$ cat src/rtl/dman_pkg.sv
package dman_pkg;

    localparam int unsigned DM_SYNC_DEPTH = 2;
    localparam int unsigned DM_PERIOD_W   = 12;

    typedef struct packed {
        logic have_prev;
        logic prev_lvl;
        logic vld;
        logic bit_v;
    } dec_state_t;

endpackage

$ cat src/rtl/dman_line_sync.sv
module dman_line_sync #(
    parameter int unsigned STAGES = 2
) (
    input  logic clk,
    input  logic rst_n,
    input  logic line_i,
    output logic lvl_before_o,
    output logic edge_o
);
    localparam int unsigned CHAIN_W = STAGES + 1;

    logic [CHAIN_W-1:0] chain_d, chain_q;

    generate
        if (STAGES < 2) begin : g_bad_depth
            initial $error("dman_line_sync needs at least two stages");
        end
    endgenerate

    always_comb begin
        chain_d = {chain_q[CHAIN_W-2:0], line_i};
    end

    always_ff @(posedge clk or negedge rst_n) begin
        if (!rst_n) chain_q <= '0;
        else        chain_q <= chain_d;
    end

    // newest synchronised sample vs the one before it
    assign edge_o       = chain_q[CHAIN_W-1] ^ chain_q[CHAIN_W-2];
    assign lvl_before_o = chain_q[CHAIN_W-1];
endmodule

$ cat src/rtl/dman_holdoff.sv
module dman_holdoff #(
    parameter int unsigned PW = 12
) (
    input  logic          clk,
    input  logic          rst_n,
    input  logic          edge_i,
    input  logic [PW-1:0] period_i,
    input  logic          period_ok_i,
    output logic          trig_o,
    output logic          fresh_o
);
    localparam int unsigned XW = PW + 2;

    typedef struct packed {
        logic [PW-1:0] cnt;
        logic [PW-1:0] per;
    } hold_state_t;

    hold_state_t   st_d, st_q;
    logic [XW-1:0] triple;
    logic [PW-1:0] hold_len;
    logic          usable;

    always_comb begin
        triple   = ({2'b00, period_i} << 1) + {2'b00, period_i};
        hold_len = triple[XW-1:2];
        usable   = period_ok_i && (period_i != '0);
        trig_o   = edge_i && usable && (st_q.cnt == '0);
        fresh_o  = !usable || (period_i != st_q.per);

        st_d     = st_q;
        st_d.per = period_i;
        if (!usable) begin
            st_d.cnt = '0;
        end else if (trig_o) begin
            st_d.cnt = hold_len;
        end else if (st_q.cnt != '0) begin
            st_d.cnt = st_q.cnt - 1'b1;
        end
    end

    always_ff @(posedge clk or negedge rst_n) begin
        if (!rst_n) st_q <= '0;
        else        st_q <= st_d;
    end
endmodule

$ cat src/rtl/dman_bit_decide.sv
module dman_bit_decide
    import dman_pkg::*;
(
    input  logic clk,
    input  logic rst_n,
    input  logic trig_i,
    input  logic fresh_i,
    input  logic lvl_before_i,
    output logic vld_o,
    output logic bit_o
);
    dec_state_t st_d, st_q;

    always_comb begin
        st_d     = st_q;
        st_d.vld = 1'b0;
        if (trig_i) begin
            st_d.vld       = st_q.have_prev && !fresh_i;
            st_d.bit_v     = (lvl_before_i != st_q.prev_lvl);
            st_d.prev_lvl  = lvl_before_i;
            st_d.have_prev = 1'b1;
        end else if (fresh_i) begin
            st_d.have_prev = 1'b0;
        end
    end

    always_ff @(posedge clk or negedge rst_n) begin
        if (!rst_n) st_q <= '0;
        else        st_q <= st_d;
    end

    assign vld_o = st_q.vld;
    assign bit_o = st_q.bit_v;
endmodule

$ cat src/rtl/dman_oneshot_rx.sv
module dman_oneshot_rx #(
    parameter int unsigned PERIOD_W    = dman_pkg::DM_PERIOD_W,
    parameter int unsigned SYNC_STAGES = dman_pkg::DM_SYNC_DEPTH
) (
    input  logic                clk,
    input  logic                rst_n,
    input  logic                line_i,
    input  logic [PERIOD_W-1:0] period_i,
    input  logic                period_ok_i,
    output logic                bit_vld_o,
    output logic                bit_o
);
    logic edge_w;
    logic lvl_before_w;
    logic trig_w;
    logic fresh_w;

    dman_line_sync #(.STAGES(SYNC_STAGES)) u_sync (
        .clk          (clk),
        .rst_n        (rst_n),
        .line_i       (line_i),
        .lvl_before_o (lvl_before_w),
        .edge_o       (edge_w)
    );

    dman_holdoff #(.PW(PERIOD_W)) u_hold (
        .clk         (clk),
        .rst_n       (rst_n),
        .edge_i      (edge_w),
        .period_i    (period_i),
        .period_ok_i (period_ok_i),
        .trig_o      (trig_w),
        .fresh_o     (fresh_w)
    );

    dman_bit_decide u_dec (
        .clk          (clk),
        .rst_n        (rst_n),
        .trig_i       (trig_w),
        .fresh_i      (fresh_w),
        .lvl_before_i (lvl_before_w),
        .vld_o        (bit_vld_o),
        .bit_o        (bit_o)
    );
endmodule

$ cat config.mk
export PLATFORM = sky130hd
export DESIGN_NAME = dman_oneshot_rx
export DESIGN_NICKNAME = d
export VERILOG_FILES = /design/src/rtl/dman_pkg.sv /design/src/rtl/dman_line_sync.sv /design/src/rtl/dman_holdoff.sv /design/src/rtl/dman_bit_decide.sv /design/src/rtl/dman_oneshot_rx.sv
export SDC_FILE = /design/constraint.sdc
export NUM_CORES = 1
export LEC_CHECK = 0
export ABC_AREA = 0
export ABC_CLOCK_PERIOD_IN_PS = 5100
export BUFFER_PORTS_ARGS = -buffer_cell sky130_fd_sc_hd__buf_4
export CELL_PAD_IN_SITES_DETAIL_PLACEMENT = 0
export CELL_PAD_IN_SITES_GLOBAL_PLACEMENT = 1
export CORE_MARGIN = 10
export CORE_UTILIZATION = 27
export DETAILED_ROUTE_END_ITERATION = 7
export GPL_TIMING_DRIVEN = 1
export PLACE_DENSITY_LB_ADDON = 0.1
export SYNTH_ARGS = -nofsm -noshare
export SYNTH_HDL_FRONTEND = slang
export SYNTH_SLANG_ARGS = --single-unit
$ cat constraint.sdc
create_clock -name clk -period 5.1 [get_ports clk]
set_clock_uncertainty 0.2 [all_clocks]
set_input_delay 1.02 -clock clk [delete_from_list [all_inputs] [get_ports clk]]
set_output_delay 1.02 -clock clk [all_outputs]
set_load 0.02 [all_outputs]
# After elaboration in Yosys (flattened, before gate mapping)
# Index checks and enable logic that the tools add are counted.
# word_totals
register_bits,31
in_bits,16
out_inout_bits,2
word_cells,30
# classes
n_addsub,2
n_eq_ne,3
n_mux,6
bitwise_logic,1
reduce_logical,11
# op_table
operator,count
$mux W12,3
$reduce_bool A12 Y1,2
$add A13 B12 Y14,1
$logic_not A12 Y1,1
$ne A12 B12 Y1,1
$sub A12 B1 Y12 const B,1
$logic_and A1 B1 Y1,4
$ne A3 B3 Y1 const B,1
$logic_not A1 Y1,2
$mux W1,2
$mux W2,1
$reduce_bool A2 Y1,1
$logic_or A1 B1 Y1,1
$ne A1 B1 Y1,1
$xor A1 B1 Y1,1

# Longest topological paths before layout
# logic_depth
depth_word,7
ltp_mapped,8
ltp_nobuf,7

# Modules after synthesis
# From an unflattened synthesis, not the netlist that was laid out.
# unflattened
cells_unflattened,209
hier_area_um2,2105.8
# modules_own_cells
mod,n_inst,cells_per_inst,area_each_um2,seq_area_each_um2
dman_holdoff,1,194,1869.3,600.6
dman_bit_decide,1,11,152.6,100.1
dman_line_sync,1,4,83.8,75.1

# Least setup slack after synthesis
# OpenSTA, ideal clock, no wires.
# synth_timing
kind,input-to-reg
from,input port period_i[10]
to,register u_hold.st_q[17] (netlist bit)
setup_time_ps,122
arrival_time_ps,2613
required_ps,4778
slack_ps,2165
stages,7
n_path_buf,0
cell_sequence,inv_1 ha_1 inv_1 o41ai_4 and2b_1 o211a_1 a2111oi_1
# synth_between
elab_chain_cells,6
elab_cells_between_ends,7
classes_between,eq/ne: 1; mux: 2; reduce/logical: 4
# synth_lines
item,line_no,rtl
from (decl),dman_oneshot_rx.sv:8,"input logic [PERIOD_W-1:0] period_i,"
$reduce_bool A12 Y1 *,dman_holdoff.sv:27,usable = period_ok_i && (period_i != '0);
$logic_and A1 B1 Y1 *,dman_holdoff.sv:27,
$logic_and A1 B1 Y1 (2 in series),dman_holdoff.sv:28,trig_o = edge_i && usable && (st_q.cnt == '0);
$mux W12,dman_holdoff.sv:35,end else if (trig_o) begin
$mux W12,dman_holdoff.sv:33,if (!usable) begin
to (signal assigned),dman_holdoff.sv:44,else st_q <= st_d;
to (decl),dman_holdoff.sv:19,"hold_state_t st_d, st_q;"
# Every way passes the cells marked *; elsewhere a longest branch is shown, timed or not.
# A chain may end at the register's enable or synchronous reset.

# Final worst setup path
# Ends and elaborated chain as after synthesis.

==> impl_metrics.csv <==
group,metric,value,unit
logic_synthesis,syn_area_per_cell,9.89,sq um
logic_synthesis,syn_inst,214,
final_layout,drive_above_1_share,14.1,%
final_layout,most-common-layout-cells,"dfrtp_1 (31), ha_1 (18), buf_4 (17), inv_1 (16), xnor2_1 (15)",
clock_tree,numCtsBuffers,5,
logic_synthesis,yosys_warnings,0,
critical_path,crit_path_start_kind,"input pin",
run_status,outcome,"finished, final reports clean",
sta,tns,0,ns
placement,place_ws,1.53,ns
critical_path,path_class,"in -> reg",
sta,rsz0062_at_grt,"false",
drt,drtPass1Iterations,4,
drt,postRouteAntennaNets,0,
logic_synthesis,synth_ff_type,"dfrtp_1",
grt,grt_max_degree,32,
sta,fmax,0.309,GHz
logic_synthesis,async_flop_share,100,%
sta,worst_slack,1.86,ns
clock_tree,cts_tree,"done",
placement,gp_congestion,0.700,
die,initial_core_util,27.5,%
pwr,vdd_drop_max,136,uV
die,io_pins,18,
drt,wirelength,5020,microns
grt,antenna_found_initial,0,
grt,track_usage,9.11,%
logic_synthesis,ys_seq_area_share,36.7,%
clock_tree,postCtsHoldBufs,0,
flow_run,drv_cap,0,
drt,dr.first_iter.drc_count,70,
logic_synthesis,synth_edf_count,0,
sta,maxSlewHeadroom,48.0,%
placement,placed_cells,328,
logic_synthesis,synthDistinctLibCells,48,
critical_path,cp_max_fo,12,
logic_synthesis,synth-seq-cells,31,
pwr,leakage,1.12,nW
clock_tree,cts_resized,0,
final_layout,syn2layout_area_growth,15.1,%
clock_tree,clk_path_buf_depth,2,
clock_tree,htree_num_levels,2,
drt,drc,0,
clock_tree,clkTransAtPathRegs,0.07,ns
clock_tree,cts_root_buffer,"clkbuf_8",
final_layout,utilization,31.7,%
drt,routed_via_density,4.70,
grt,grt_pass1_wl,8430,microns
critical_path,cp-end-kind,"register",
sta,setup-violations-final,0,
clock_tree,clock_sinks,31,
sta,fin_crit,3.24,ns
logic_synthesis,syn_nets,249,
sta,tightest_slew,0.777,ns
die,die_x,109,microns
final_layout,diodes,0,
critical_path,cp.arrival,3.20,ns
sta,finalCritPeriodShare,63.5,%
sta,final-hold-violation-count,0,
clock_tree,clk_latency,0.28,ns
logic_synthesis,synth_area,0.00212,sq mm
final_layout,finalNonFillerCells,336,
die,rows,32,
placement,dp.final_hpwl,3960,microns
final_layout,layout_commonest_cell,"dfrtp_1",
critical_path,crit_required,5.06,ns
sta,hold_ws,0.147,ns
placement,numPortBuffers,17,
die,dieHeight,109,microns
sta,finalMaxSlewViolations,0,
clock_tree,postCtsSetupBuffers,0,
grt,grt.overflow.total,0,
final_layout,fillers,839,
grt,grt_pass1_vias,1618,
worst_hold_path,hp-class,"reg -> reg",
die,dieArea,0.0118,sq mm
drt,wire_per_inst,14.9,microns
pwr,power_density,408,mW/mm^2
die,core-area,0.00769,sq mm
drt,num_vias,1579,
final_layout,nets,268,
## stage by stage
step	power, mW	cell area (sq um)
final	0.994	2430
after global routing	1.08	2430
after CTS	1.02	2430
after detailed placement	0.789	2330
after global placement	0.802	2330
after floorplan	0.695	2120
## critical path, cell delays in order
cell	delay [ns]
buf_4	0.13
inv_1	0.07
ha_1	0.17
inv_1	0.07
o41ai_4	0.76
and2b_1	0.41
o211a_1	0.20
a2111oi_1	0.36
## cells in the mapped netlist, types with 2 or more instances
| cell | instances | area (sq um) |
|---|---|---|
| nor4_1 | 8 | 50.1 |
| dfrtp_1 | 31 | 776 |
| o211a_1 | 3 | 30.0 |
| o21a_1 | 2 | 15.0 |
| or4_4 | 2 | 22.5 |
| or3_1 | 2 | 12.5 |
| inv_1 | 16 | 60.1 |
| nor2_1 | 14 | 52.6 |
| xor2_1 | 10 | 87.6 |
| a21o_1 | 5 | 37.5 |
| ha_1 | 18 | 225 |
| nand2b_1 | 4 | 25.0 |
| a211o_1 | 2 | 17.5 |
| o21ai_0 | 5 | 25.0 |
| buf_2 | 2 | 10.0 |
| buf_6 | 2 | 22.5 |
| a21boi_0 | 2 | 15.0 |
| a21oi_1 | 12 | 60.1 |
| o21ai_1 | 2 | 10.0 |
| or4_1 | 2 | 15.0 |
| xnor2_1 | 15 | 131 |
| nand2_1 | 7 | 26.3 |
| nor3_1 | 4 | 20.0 |
| nand3_1 | 6 | 30.0 |
| nor2b_1 | 2 | 12.5 |
| nand4_1 | 9 | 56.3 |
| a211oi_1 | 6 | 45.0 |
## registers in the layout, indices dropped and copies added (netlist names)
signal,cells
u_sync.chain_q,3
u_dec.bit_o,1
u_hold.st_q,24
u_dec.vld_o,1
u_dec.st_q,2
## path summary, 6_finish.rpt
check / to / startpoint / slack [ns] / cells past startpoint
worst max-delay path: u_hold.st_q[17]$_DFFE_PN0P_ / period_i[10] / 1.86 / 8
worst min register to register: u_sync.chain_q[1]$_DFF_PN0_ / u_sync.chain_q[0]$_DFF_PN0_ / 0.15 / 0
max in group asynchronous: u_hold.st_q[10]$_DFF_PN0_ / rst_n / 3.95 / 1
worst max register to register: u_hold.st_q[17]$_DFFE_PN0P_ / u_hold.st_q[12]$_DFFE_PN0P_ / 2.42 / 7
min in group asynchronous: u_dec.bit_o$_DFFE_PN0P_ / rst_n / 0.47 / 1
worst min-delay path: u_sync.chain_q[1]$_DFF_PN0_ / u_sync.chain_q[0]$_DFF_PN0_ / 0.15 / 0
## cell type report
| type | instances | area [sq um] | area share [%] |
|---|---|---|---|
| sequential | 31 | 776 | 31.9 |
| multi-input combinational | 162 | 1240 | 51.1 |
| tap | 102 | 128 | 5.24 |
| inverter | 16 | 60.1 | 2.47 |
| timing repair buffer | 17 | 128 | 5.24 |
| clock buffer | 8 | 100 | 4.11 |
## routing by layer
metal,global-route usage (%),vias up,share of wire [%]
met5,0,-,0
met4,2.54,0,1.2
met3,1.67,5,1.4
met2,14.6,18,48
met1,12.2,739,50
li1,-,817,-
## where the power goes
| group | total, mW | internal [mW] | switching, mW | leakage [nW] |
|---|---|---|---|---|
| combinational | 0.434 | 0.193 | 0.241 | 0.688 |
| clock | 0.213 | 0.123 | 0.0900 | 0.0515 |
| sequential | 0.347 | 0.297 | 0.0493 | 0.384 |
| total | 0.994 | 0.613 | 0.380 | 1.12 |
## kinds of logic (layout without fill, tap and decap cells)
kind of cell,Yosys count,after routing,synth area share (%)
compound gates,49,49,17.3
xor+xnor,26,26,11.1
fa+ha+maj,19,19,11.6
buf+inv,21,41,4.55
flops,31,31,36.7
simple gates,68,68,18.8
(Power assumes the default switching activity.)
